### config.mk
export PLATFORM = sky130hd
export DESIGN_NAME = vpic_top
export DESIGN_NICKNAME = d
export VERILOG_FILES = /design/src/rtl/vpic_pkg.sv /design/src/rtl/vpic_arbiter.sv /design/src/rtl/vpic_lifo.sv /design/src/rtl/vpic_regs.sv /design/src/rtl/vpic_top.sv
export SDC_FILE = /design/constraint.sdc
export NUM_CORES = 1
export LEC_CHECK = 0
export BUFFER_PORTS_ARGS = -buffer_cell sky130_fd_sc_hd__clkbuf_2
export CAP_MARGIN = 15
export CORE_MARGIN = 10
export CORE_UTILIZATION = 45
export CTS_CLUSTER_SIZE = 40
export DETAILED_ROUTE_END_ITERATION = 7
export SLEW_MARGIN = 20
export SYNTH_ARGS = -nofsm -noshare
export SYNTH_HDL_FRONTEND = slang
export SYNTH_SLANG_ARGS = --single-unit
export TNS_END_PERCENT = 100
### constraint.sdc
create_clock -name clk -period 9.7 [get_ports clk]
set_input_delay 1.94 -clock clk [delete_from_list [all_inputs] [get_ports clk]]
set_output_delay 1.94 -clock clk [all_outputs]
set_load 0.05 [all_outputs]
### src/rtl/vpic_pkg.sv
package vpic_pkg;
  localparam int unsigned REG_CTRL = 0;
  localparam int unsigned REG_ACK  = 1;
  localparam int unsigned REG_EOI  = 2;
  localparam int unsigned REG_CUR  = 3;
  localparam int unsigned REG_PRIO = 4;
endpackage

### src/rtl/vpic_arbiter.sv
module vpic_arbiter #(
  parameter int unsigned NSRC = 8,
  parameter int unsigned PW   = 4,
  localparam int unsigned VW  = (NSRC > 1) ? $clog2(NSRC) : 1
) (
  input  logic [NSRC-1:0]         req,
  input  logic [NSRC-1:0][PW-1:0] prio,
  output logic [PW-1:0]           win_pri,
  output logic [VW-1:0]           win_idx
);
  logic [NSRC-1:0][PW-1:0] eff;

  genvar g;
  generate
    for (g = 0; g < NSRC; g++) begin : g_mask
      assign eff[g] = req[g] ? prio[g] : '0;
    end
  endgenerate

  // scan from the top index down; ">=" lets a lower index take ties
  always_comb begin
    win_pri = '0;
    win_idx = '0;
    for (int i = NSRC - 1; i >= 0; i--) begin
      if (eff[i] >= win_pri) begin
        win_pri = eff[i];
        win_idx = VW'(i);
      end
    end
  end
endmodule

### src/rtl/vpic_lifo.sv
module vpic_lifo #(
  parameter int unsigned DEPTH = 15,
  parameter int unsigned PW    = 4,
  localparam int unsigned CW   = $clog2(DEPTH + 1)
) (
  input  logic          clk,
  input  logic          rst_n,
  input  logic          push,
  input  logic          pop,
  input  logic [PW-1:0] din,
  output logic [PW-1:0] top,
  output logic [CW-1:0] cnt
);
  logic [DEPTH-1:0][PW-1:0] stk_q, stk_d;
  logic [CW-1:0]            cnt_d;
  logic                     full;

  assign full = (cnt == CW'(DEPTH));
  assign top  = stk_q[0];

  // entry 0 is the top; a push shifts everything down and the oldest falls off
  always_comb begin
    stk_d = stk_q;
    cnt_d = cnt;
    if (push && !pop) begin
      for (int i = DEPTH - 1; i > 0; i--) stk_d[i] = stk_q[i-1];
      stk_d[0] = din;
      if (!full) cnt_d = cnt + 1'b1;
    end else if (pop && !push) begin
      for (int i = 0; i < DEPTH - 1; i++) stk_d[i] = stk_q[i+1];
      stk_d[DEPTH-1] = '0;
      if (cnt != '0) cnt_d = cnt - 1'b1;
    end
  end

  always_ff @(posedge clk or negedge rst_n) begin
    if (!rst_n) begin
      stk_q <= '0;
      cnt   <= '0;
    end else if (push ^ pop) begin
      stk_q <= stk_d;
      cnt   <= cnt_d;
    end
  end


  lifo_bound_chk: assert property (@(posedge clk) disable iff (!rst_n)
    cnt <= CW'(DEPTH));

  lifo_full_drop_chk: assert property (@(posedge clk) disable iff (!rst_n)
    (push && !pop && full) |=> (cnt == CW'(DEPTH)) && (top == $past(din)));

  lifo_empty_pop_chk: assert property (@(posedge clk) disable iff (!rst_n)
    (pop && !push && cnt == '0) |=> (top == '0));
endmodule

### src/rtl/vpic_regs.sv
module vpic_regs
  import vpic_pkg::*;
#(
  parameter int unsigned NSRC = 8,
  parameter int unsigned PW   = 4,
  parameter int unsigned AW   = 5,
  parameter int unsigned DW   = 8,
  localparam int unsigned VW  = (NSRC > 1) ? $clog2(NSRC) : 1
) (
  input  logic                    clk,
  input  logic                    rst_n,
  input  logic                    bus_wr,
  input  logic                    bus_rd,
  input  logic [AW-1:0]           bus_addr,
  input  logic [DW-1:0]           bus_wdata,
  output logic [DW-1:0]           bus_rdata,
  input  logic [VW-1:0]           vec_now,
  input  logic [PW-1:0]           cur_pri,
  output logic                    hw_en,
  output logic [NSRC-1:0][PW-1:0] prio,
  output logic                    ack_rd,
  output logic                    eoi_wr
);
  logic                    hw_en_d;
  logic [NSRC-1:0][PW-1:0] prio_d;
  logic [NSRC-1:0]         prio_sel;

  genvar g;
  generate
    for (g = 0; g < NSRC; g++) begin : g_dec
      assign prio_sel[g] = (bus_addr == AW'(REG_PRIO + g));
    end
  endgenerate

  assign ack_rd = bus_rd && (bus_addr == AW'(REG_ACK));
  assign eoi_wr = bus_wr && (bus_addr == AW'(REG_EOI));

  always_comb begin
    hw_en_d = hw_en;
    prio_d  = prio;
    if (bus_wr) begin
      if (bus_addr == AW'(REG_CTRL)) hw_en_d = bus_wdata[0];
      for (int i = 0; i < NSRC; i++)
        if (prio_sel[i]) prio_d[i] = bus_wdata[PW-1:0];
    end
  end

  always_comb begin
    bus_rdata = '0;
    if (bus_addr == AW'(REG_CTRL)) bus_rdata[0] = hw_en;
    if (bus_addr == AW'(REG_ACK))  bus_rdata[VW-1:0] = vec_now;
    if (bus_addr == AW'(REG_CUR))  bus_rdata[PW-1:0] = cur_pri;
    for (int i = 0; i < NSRC; i++)
      if (prio_sel[i]) bus_rdata[PW-1:0] = prio[i];
  end

  always_ff @(posedge clk or negedge rst_n) begin
    if (!rst_n) begin
      hw_en <= 1'b0;
      prio  <= '0;
    end else if (bus_wr) begin
      hw_en <= hw_en_d;
      prio  <= prio_d;
    end
  end
endmodule

### src/rtl/vpic_top.sv
module vpic_top #(
  parameter int unsigned NSRC       = 8,
  parameter int unsigned PW         = 4,
  parameter int unsigned LIFO_DEPTH = 15,
  parameter int unsigned AW         = 5,
  parameter int unsigned DW         = 8,
  localparam int unsigned VW        = (NSRC > 1) ? $clog2(NSRC) : 1,
  localparam int unsigned CW        = $clog2(LIFO_DEPTH + 1)
) (
  input  logic            clk,
  input  logic            rst_n,
  input  logic            bus_wr,
  input  logic            bus_rd,
  input  logic [AW-1:0]   bus_addr,
  input  logic [DW-1:0]   bus_wdata,
  output logic [DW-1:0]   bus_rdata,
  input  logic [NSRC-1:0] src_req,
  output logic            cpu_irq,
  output logic [VW-1:0]   cpu_vec,
  output logic            cpu_vec_en,
  input  logic            cpu_ack
);
  logic                    rs1_q, rs2_q, rst_s;
  logic                    hw_en, ack_rd, eoi_wr, ack_evt;
  logic [NSRC-1:0][PW-1:0] prio;
  logic [PW-1:0]           win_pri, cur_q, cur_d, apri_q, apri_d, lifo_top;
  logic [VW-1:0]           win_idx, vec_q, vec_d;
  logic                    irq_q, irq_d;
  logic [CW-1:0]           lifo_cnt;

  // reset asserts at once and is released on a clock edge
  always_ff @(posedge clk or negedge rst_n) begin
    if (!rst_n) begin
      rs1_q <= 1'b0;
      rs2_q <= 1'b0;
    end else begin
      rs1_q <= 1'b1;
      rs2_q <= rs1_q;
    end
  end
  assign rst_s = rs2_q;

  vpic_regs #(.NSRC(NSRC), .PW(PW), .AW(AW), .DW(DW)) i_regs (
    .clk(clk), .rst_n(rst_s), .bus_wr(bus_wr), .bus_rd(bus_rd),
    .bus_addr(bus_addr), .bus_wdata(bus_wdata), .bus_rdata(bus_rdata),
    .vec_now(vec_q), .cur_pri(cur_q), .hw_en(hw_en), .prio(prio),
    .ack_rd(ack_rd), .eoi_wr(eoi_wr)
  );

  vpic_arbiter #(.NSRC(NSRC), .PW(PW)) i_arb (
    .req(src_req), .prio(prio), .win_pri(win_pri), .win_idx(win_idx)
  );

  // a push and a pop in the same cycle cancel out at the stack
  vpic_lifo #(.DEPTH(LIFO_DEPTH), .PW(PW)) i_lifo (
    .clk(clk), .rst_n(rst_s), .push(ack_evt), .pop(eoi_wr),
    .din(cur_q), .top(lifo_top), .cnt(lifo_cnt)
  );

  assign ack_evt = irq_q && (hw_en ? cpu_ack : ack_rd);

  always_comb begin
    irq_d  = ack_evt ? 1'b0 : (win_pri > cur_q);
    vec_d  = irq_d ? win_idx : vec_q;
    apri_d = irq_d ? win_pri : apri_q;
    cur_d  = cur_q;
    if (ack_evt)     cur_d = apri_q;
    else if (eoi_wr) cur_d = lifo_top;
  end

  always_ff @(posedge clk or negedge rst_s) begin
    if (!rst_s) begin
      irq_q  <= 1'b0;
      vec_q  <= '0;
      apri_q <= '0;
      cur_q  <= '0;
    end else begin
      irq_q  <= irq_d;
      vec_q  <= vec_d;
      apri_q <= apri_d;
      if (ack_evt || eoi_wr) cur_q <= cur_d;
    end
  end

  assign cpu_irq    = irq_q;
  assign cpu_vec_en = hw_en;
  assign cpu_vec    = hw_en ? vec_q : '0;


  irq_drop_chk: assert property (@(posedge clk) disable iff (!rst_s)
    ack_evt |=> !cpu_irq);

  ack_load_chk: assert property (@(posedge clk) disable iff (!rst_s)
    (ack_evt && !eoi_wr) |=> (cur_q == $past(apri_q)) && (lifo_top == $past(cur_q)));

  collide_chk: assert property (@(posedge clk) disable iff (!rst_s)
    (ack_evt && eoi_wr) |=> (cur_q == $past(apri_q)) && $stable(lifo_cnt) && $stable(lifo_top));

  sw_ack_ignore_chk: assert property (@(posedge clk) disable iff (!rst_s)
    (!hw_en && cpu_ack && !ack_rd && !eoi_wr) |=> $stable(cur_q));

  irq_cause_chk: assert property (@(posedge clk) disable iff (!rst_s)
    $rose(cpu_irq) |-> $past(win_pri > cur_q));
endmodule

; Yosys cells after proc, flatten, opt, wreduce, memory -nomap -nowiden
; Cells that the tools add are included.
[word_totals]
reg_bits = 107
[op_classes]
n_lt_le_gt_ge = 9
n_eq_ne = 11
muxes = 42
bitwise_logic = 1
n_reduce_logical = 22
[op_table]
columns = operator, count
row1 = $mux 60, 2
row2 = $mux 4, 27
row3 = $mux 3, 10
row4 = $ge 4x4->1, 7
row5 = $reduce_and 2->1, 11
row6 = $eq 5x3->1 const B, 4
row7 = $eq 5x4->1 const B, 4
row8 = $eq 5x2->1 const B, 2
row9 = $eq 5x1->1 const B, 1
row10 = $logic_and 1x1->1, 5
row11 = $logic_not 5->1, 1
row12 = $ge 4x1->1 const B, 1
row13 = $gt 4x4->1, 1
row14 = $reduce_bool 2->1, 2
row15 = $mux 1, 3
row16 = $logic_not 1->1, 2
row17 = $logic_or 1x1->1, 1
row18 = $xor 1x1->1, 1

; Depth between registers and ports, before layout
[logic_depth]
ltp_word = 19
depth_mapped = 59

; Hierarchy
; A second synthesis with hierarchy kept.
[hier_totals]
cells_unflattened = 695
area_unflattened_um2 = 6952.9
[by_module_without_submodules]
columns = mod, n_inst, cells_per_inst, area_each_um2
row1 = vpic_lifo, 1, 294, 3095.5
row2 = vpic_regs, 1, 164, 1914.3
row3 = vpic_arbiter, 1, 183, 1268.7
row4 = vpic_top, 1, 54, 674.4

; Least setup slack after synthesis
; No wires, ideal clock.
[synth_path]
kind = input-to-reg
from = input port src_req[7]
to = register apri_q[1]
setup_ps = 125
t_arrival_ps = 12376
t_required_ps = 9575
slack_ps = -2801
stages = 58
cell_sequence = nand2_1 inv_1 ha_1 nand2b_1 a22oi_1 a22oi_1 mux2i_1 ha_1 nor2b_1 o32a_1 nor3_2 a311oi_1 mux2i_1 inv_1 ha_1 nor2b_1 o2bb2ai_1 a31oi_1 [... 22 more ...] nor2_1 ha_1 nand2b_1 a21o_1 a21o_1 a21oi_1 inv_1 nand2_1 o21ai_2 ha_1 nor2b_1 o21ai_0 nand2b_1 a21oi_1 a41oi_1 nand2_1 inv_1 mux2_2
[synth_between]
elab_chain_cells = 19
[synth_rtl]
columns = item, line_no
row1 = from (decl), vpic_top.sv:17  ; input logic [NSRC-1:0] src_req,
row2 = $mux 4 (*), vpic_arbiter.sv:16  ; assign eff[g] = req[g] ? prio[g] : '0;
row3 = $ge 4x1->1, vpic_arbiter.sv:25  ; if (eff[i] >= win_pri) begin
row4 = $mux 4 (*), vpic_arbiter.sv:25
row5 = $ge 4x4->1, vpic_arbiter.sv:25
row6 = $mux 4 (*), vpic_arbiter.sv:25
row7 = $ge 4x4->1, vpic_arbiter.sv:25
row8 = $mux 4 (*), vpic_arbiter.sv:25
row9 = $ge 4x4->1, vpic_arbiter.sv:25
row10 = [... 5 more ...], --
row11 = $ge 4x4->1, vpic_arbiter.sv:25
row12 = $mux 4 (*), vpic_arbiter.sv:25
row13 = $ge 4x4->1, vpic_arbiter.sv:25
row14 = $mux 4 (*), vpic_arbiter.sv:25
row15 = named net i_arb.win_pri[1], vpic_arbiter.sv:8  ; output logic [PW-1:0] win_pri,
row16 = $gt 4x4->1 (*), vpic_top.sv:63  ; irq_d = ack_evt ? 1'b0 : (win_pri > cur_q);
row17 = $mux 1 (*), vpic_top.sv:63
row18 = named net irq_d, vpic_top.sv:28  ; logic irq_q, irq_d;
row19 = to (signal assigned), vpic_top.sv:80  ; apri_q <= apri_d;
row20 = to (decl), vpic_top.sv:26  ; logic [PW-1:0] win_pri, cur_q, cur_d, apri_q, apri_d, lifo_top;
; The timed path passes the listed nets; every way through them passes the cells marked *.
; A chain may end at the register's enable or synchronous reset.

; Worst setup path in the final report
[layout_path]
from = input port src_req[7]
to = register apri_q[0]
[layout_between]
elab_chain_cells = 19
[layout_rtl]
columns = item, line_no
row1 = $mux 4 (*), vpic_arbiter.sv:16
row2 = $ge 4x1->1, vpic_arbiter.sv:25
row3 = $mux 4 (*), vpic_arbiter.sv:25
row4 = $ge 4x4->1, vpic_arbiter.sv:25
row5 = $mux 4 (*), vpic_arbiter.sv:25
row6 = $ge 4x4->1, vpic_arbiter.sv:25
row7 = $mux 4 (*), vpic_arbiter.sv:25
row8 = $ge 4x4->1, vpic_arbiter.sv:25
row9 = [... 4 more ...], --
row10 = $mux 4 (*), vpic_arbiter.sv:25
row11 = $ge 4x4->1, vpic_arbiter.sv:25
row12 = $mux 4 (*), vpic_arbiter.sv:25
row13 = $ge 4x4->1, vpic_arbiter.sv:25
row14 = $mux 4 (*), vpic_arbiter.sv:25
row15 = named net i_arb.win_pri[1], vpic_arbiter.sv:8
row16 = $gt 4x4->1 (*), vpic_top.sv:63
row17 = $mux 1 (*), vpic_top.sv:63
; Marked as above.

==> flow_summary_export.csv <==
group,metric,value,unit
floorplan,die_y,139,µm
global_routing,grt_antenna_before_repair,1,
place,portBuffers,30,
worst_setup_path,critPathMaxStageDelay,0.35,ns
yosys,synth_top_area_frac,0.420,
floorplan,die_w,139,µm
global_routing,gr-usage-met2,0.262,
clock_tree,clock-root-buffer,"clkbuf_16",
power,vdd_ir_drop_max,155,µV
yosys,syn_inst,655,
timing,hold_violations,0,
route,first_pass_iters,5,
route,detail-route-antenna-nets,0,
worst_setup_path,worstPathMaxFanout,6,
global_routing,gr-total-overflow,0,
route,routed_wl,16100,µm
finish,fill_cells,1196,
power,switching_share,0.377,
finish,multiInputGateArea,3930,µm²
worst_setup_path,cpMostUsedCell,"ha_4",
finish,regArea,2680,µm²
yosys,synth_top_family_by_area,"multiplexers",
route,wl_per_cell,16.8,µm
global_routing,gr-usage-met3,0.0308,
finish,final_cell_mix,"dfrtp_1, nand2_1, buf_4, o21ai_0, mux2i_1",
power,leakagePower,0.00359,µW
finish,n_antenna_cell,0,
timing,fin_hold_ws,0.249,ns
clock_tree,clkLatencyLatePin,0.34,ns
yosys,synth_compound_area_frac,0.154,
job,drv_cap,0,
yosys,synth_edf_count,0,
yosys,synth.area.mux_share,0.201,
timing,finalSetupViolations,8,
yosys,synthFlopType,"dfrtp_1",
yosys,async_reset_ff_frac,1.00,
hold_path,hp-class,"register to async pin",
power,p_seq_frac,0.262,
yosys,syn_area,6370,µm²
worst_setup_path,cpMaxStageDelayCell,"a311oi_2",
clock_tree,clk_pin_slew,0.07,ns
yosys,synth_simple_gate_area_frac,0.142,
floorplan,std_cell_rows,43,
power,clkPwrFrac,0.167,
global_routing,grt_first_pass_wirelength,26200,µm
place,finalWeightedCongestion,0.889,
place,hpwl,11200,µm
worst_setup_path,required,9.92,ns
timing,period_needed,11.61,ns
global_routing,grt_use_met1,0.207,
clock_tree,cts_made_buffers,9,
route,vias_per_cell,5.46,
power,netSwitchingPower,769,µW
global_routing,top_usage_layer,"met2",
floorplan,io_pins,39,
run_status,failed_checks,"negative setup slack",
power,pwr-share-comb,0.571,
clock_tree,cts_sinks,107,
floorplan,coreArea,13900,µm²
yosys,yosys.area_share.adder,0.0469,
clock_tree,cts_tree,"yes",
global_routing,grtUsageTotal,0.161,
route,vias,5213,
run_status,status,"finished, violations left",
floorplan,dieArea,19300,µm²
yosys,synth_top_area_cell,"dfrtp_1",
finish,area_delta_synth_final,28.2,%
timing,max_freq,86.1,MHz
timing,maxSlewHeadroom,0.326,
worst_setup_path,crit_arrival,11.83,ns
yosys,synth_cell_types,63,
global_routing,grt_max_degree,121,
global_routing,grt_pass1_vias,5178,
worst_setup_path,start_kind,"primary input",
timing,clock_skew,0.00664,ns
clock_tree,h-tree-depth,3,
yosys,ys_seq_elements,107,
finish,drive_above_1_share,0.346,
timing,setup_ws,-1.91,ns
floorplan,start_util,0.459,
timing,rsz0062_at_grt,"yes",
route,drcViolationCount,0,
timing,period_share,1.20,
yosys,yosysSeqAreaShare,0.420,
yosys,yosys-top-cells-area,"dfrtp_1, mux2i_1, mux2_2, o21ai_0, nand2_1",
power,p_per_area,250,nW/µm²
power,cellInternalPower,1270,µW
finish,final_nets,819,
yosys,avgSynthCellArea,9.72,µm²
worst_setup_path,end_kind,"register",
clock_tree,clockBufferDepth,2,
finish,finish.utilization,0.588,
yosys,ys_warn_count,0,
worst_setup_path,crit_type,"primary input to register",
timing,worstMarginPinSlew,1.01,ns
route,dr.first_iter.drc_count,357,
finish,layout_commonest_cell,"dfrtp_1",
yosys,synthXorXnorAreaFrac,0,
timing,slew_violations,0,
-- final cells by class --
class,instances,share of cell area
clock buffer,12,0.0314
clock inverter,3,0.00184
inverter,25,0.0121
multi-input combinational,496,0.482
sequential,107,0.328
tap,180,0.0276
timing repair buffer,131,0.117
-- per-stage QoR --
stage	total power, µW	TNS, ns	setup WS (ns)	cell area, µm²	std cells
finish	2040	-14.61	-1.91	8170	954
global route	2150	-18.67	-2.41	8170	954
CTS	1860	-13.55	-1.79	7940	946
detailed placement	1400	-17.43	-2.26	7390	909
global placement	1370	-14.32	-1.86	7390	909
floorplan	1090	-12.15	-1.64	6600	658
-- registers in the layout, indices dropped and copies added (netlist names) --
register / flops
cur_q: 4
cpu_irq: 1
rs2_q: 1
rs1_q: 1
i_lifo.top: 4
vec_q: 3
i_lifo.stk_q: 56
i_regs.hw_en: 1
apri_q: 4
i_regs.prio: 32
-- worst max-delay path: cells and delay by family --
kind	cells	cell delay, ns
buffers and inverters	8	1.02
adders and majority gates	9	2.34
AOI/OAI and AO/OA	20	3.33
muxes	5	1.47
and+or+nand+nor	16	1.67
-- per-layer routing --
layer	part of all wire	vias to the layer above
li1	-	2556
met1	0.45	2526
met2	0.49	108
met3	0.038	23
met4	0.020	0
met5	0	-
-- synth_stat cells, drive strengths merged, types with 9 or more instances --
| cell type | number |
|---|---|
| a31oi | 9 |
| mux2 | 43 |
| nand2 | 110 |
| inv | 25 |
| nand3 | 12 |
| dfrtp | 107 |
| a21oi | 10 |
| nor2 | 22 |
| and2 | 18 |
| mux2i | 74 |
| clkbuf | 22 |
| ha | 23 |
| o21ai | 86 |
-- what timing repair did --
item / in CTS / in global routing
setup endpoints to repair: 8 / 8
gates resized for setup: 25 / 32
setup buffers: 22 / 8
hold buffers: 0 / 0
pin swaps: 24 / 20
-- power by group through the flow --
stage | logic (µW) | registers (µW) | clock network, µW
after floorplan | 550 | 538 | 0
after global placement | 833 | 540 | 0
after detailed placement | 860 | 539 | 0
after CTS | 974 | 532 | 351
after global routing | 1250 | 539 | 368
final | 1160 | 534 | 340
-- path summary, 6_finish.rpt --
path | depth (start not counted) | start | slack, ns | end
min | 0 | rs2_q | 0.25 | i_regs.prio[30]
max | 58 | src_req[7] | -1.91 | apri_q[0]
max in group asynchronous | 1 | rs2_q | 8.18 | i_lifo.top[0]
min reg2reg | 0 | rs2_q | 0.25 | i_regs.prio[30]
max reg2reg | 57 | i_regs.prio[28] | -0.67 | apri_q[0]
min in group clk | 0 | rs1_q | 0.35 | rs2_q
-- logic make-up (layout without fill, tap and decap cells) --
group,Yosys count,after routing
simple gates,195,195
compound gates,153,153
mux,119,119
flops,107,107
buf+inv,55,171
fa+ha+maj,24,24
other cells,2,5
Note: power is estimated with default switching activity, not from simulation.
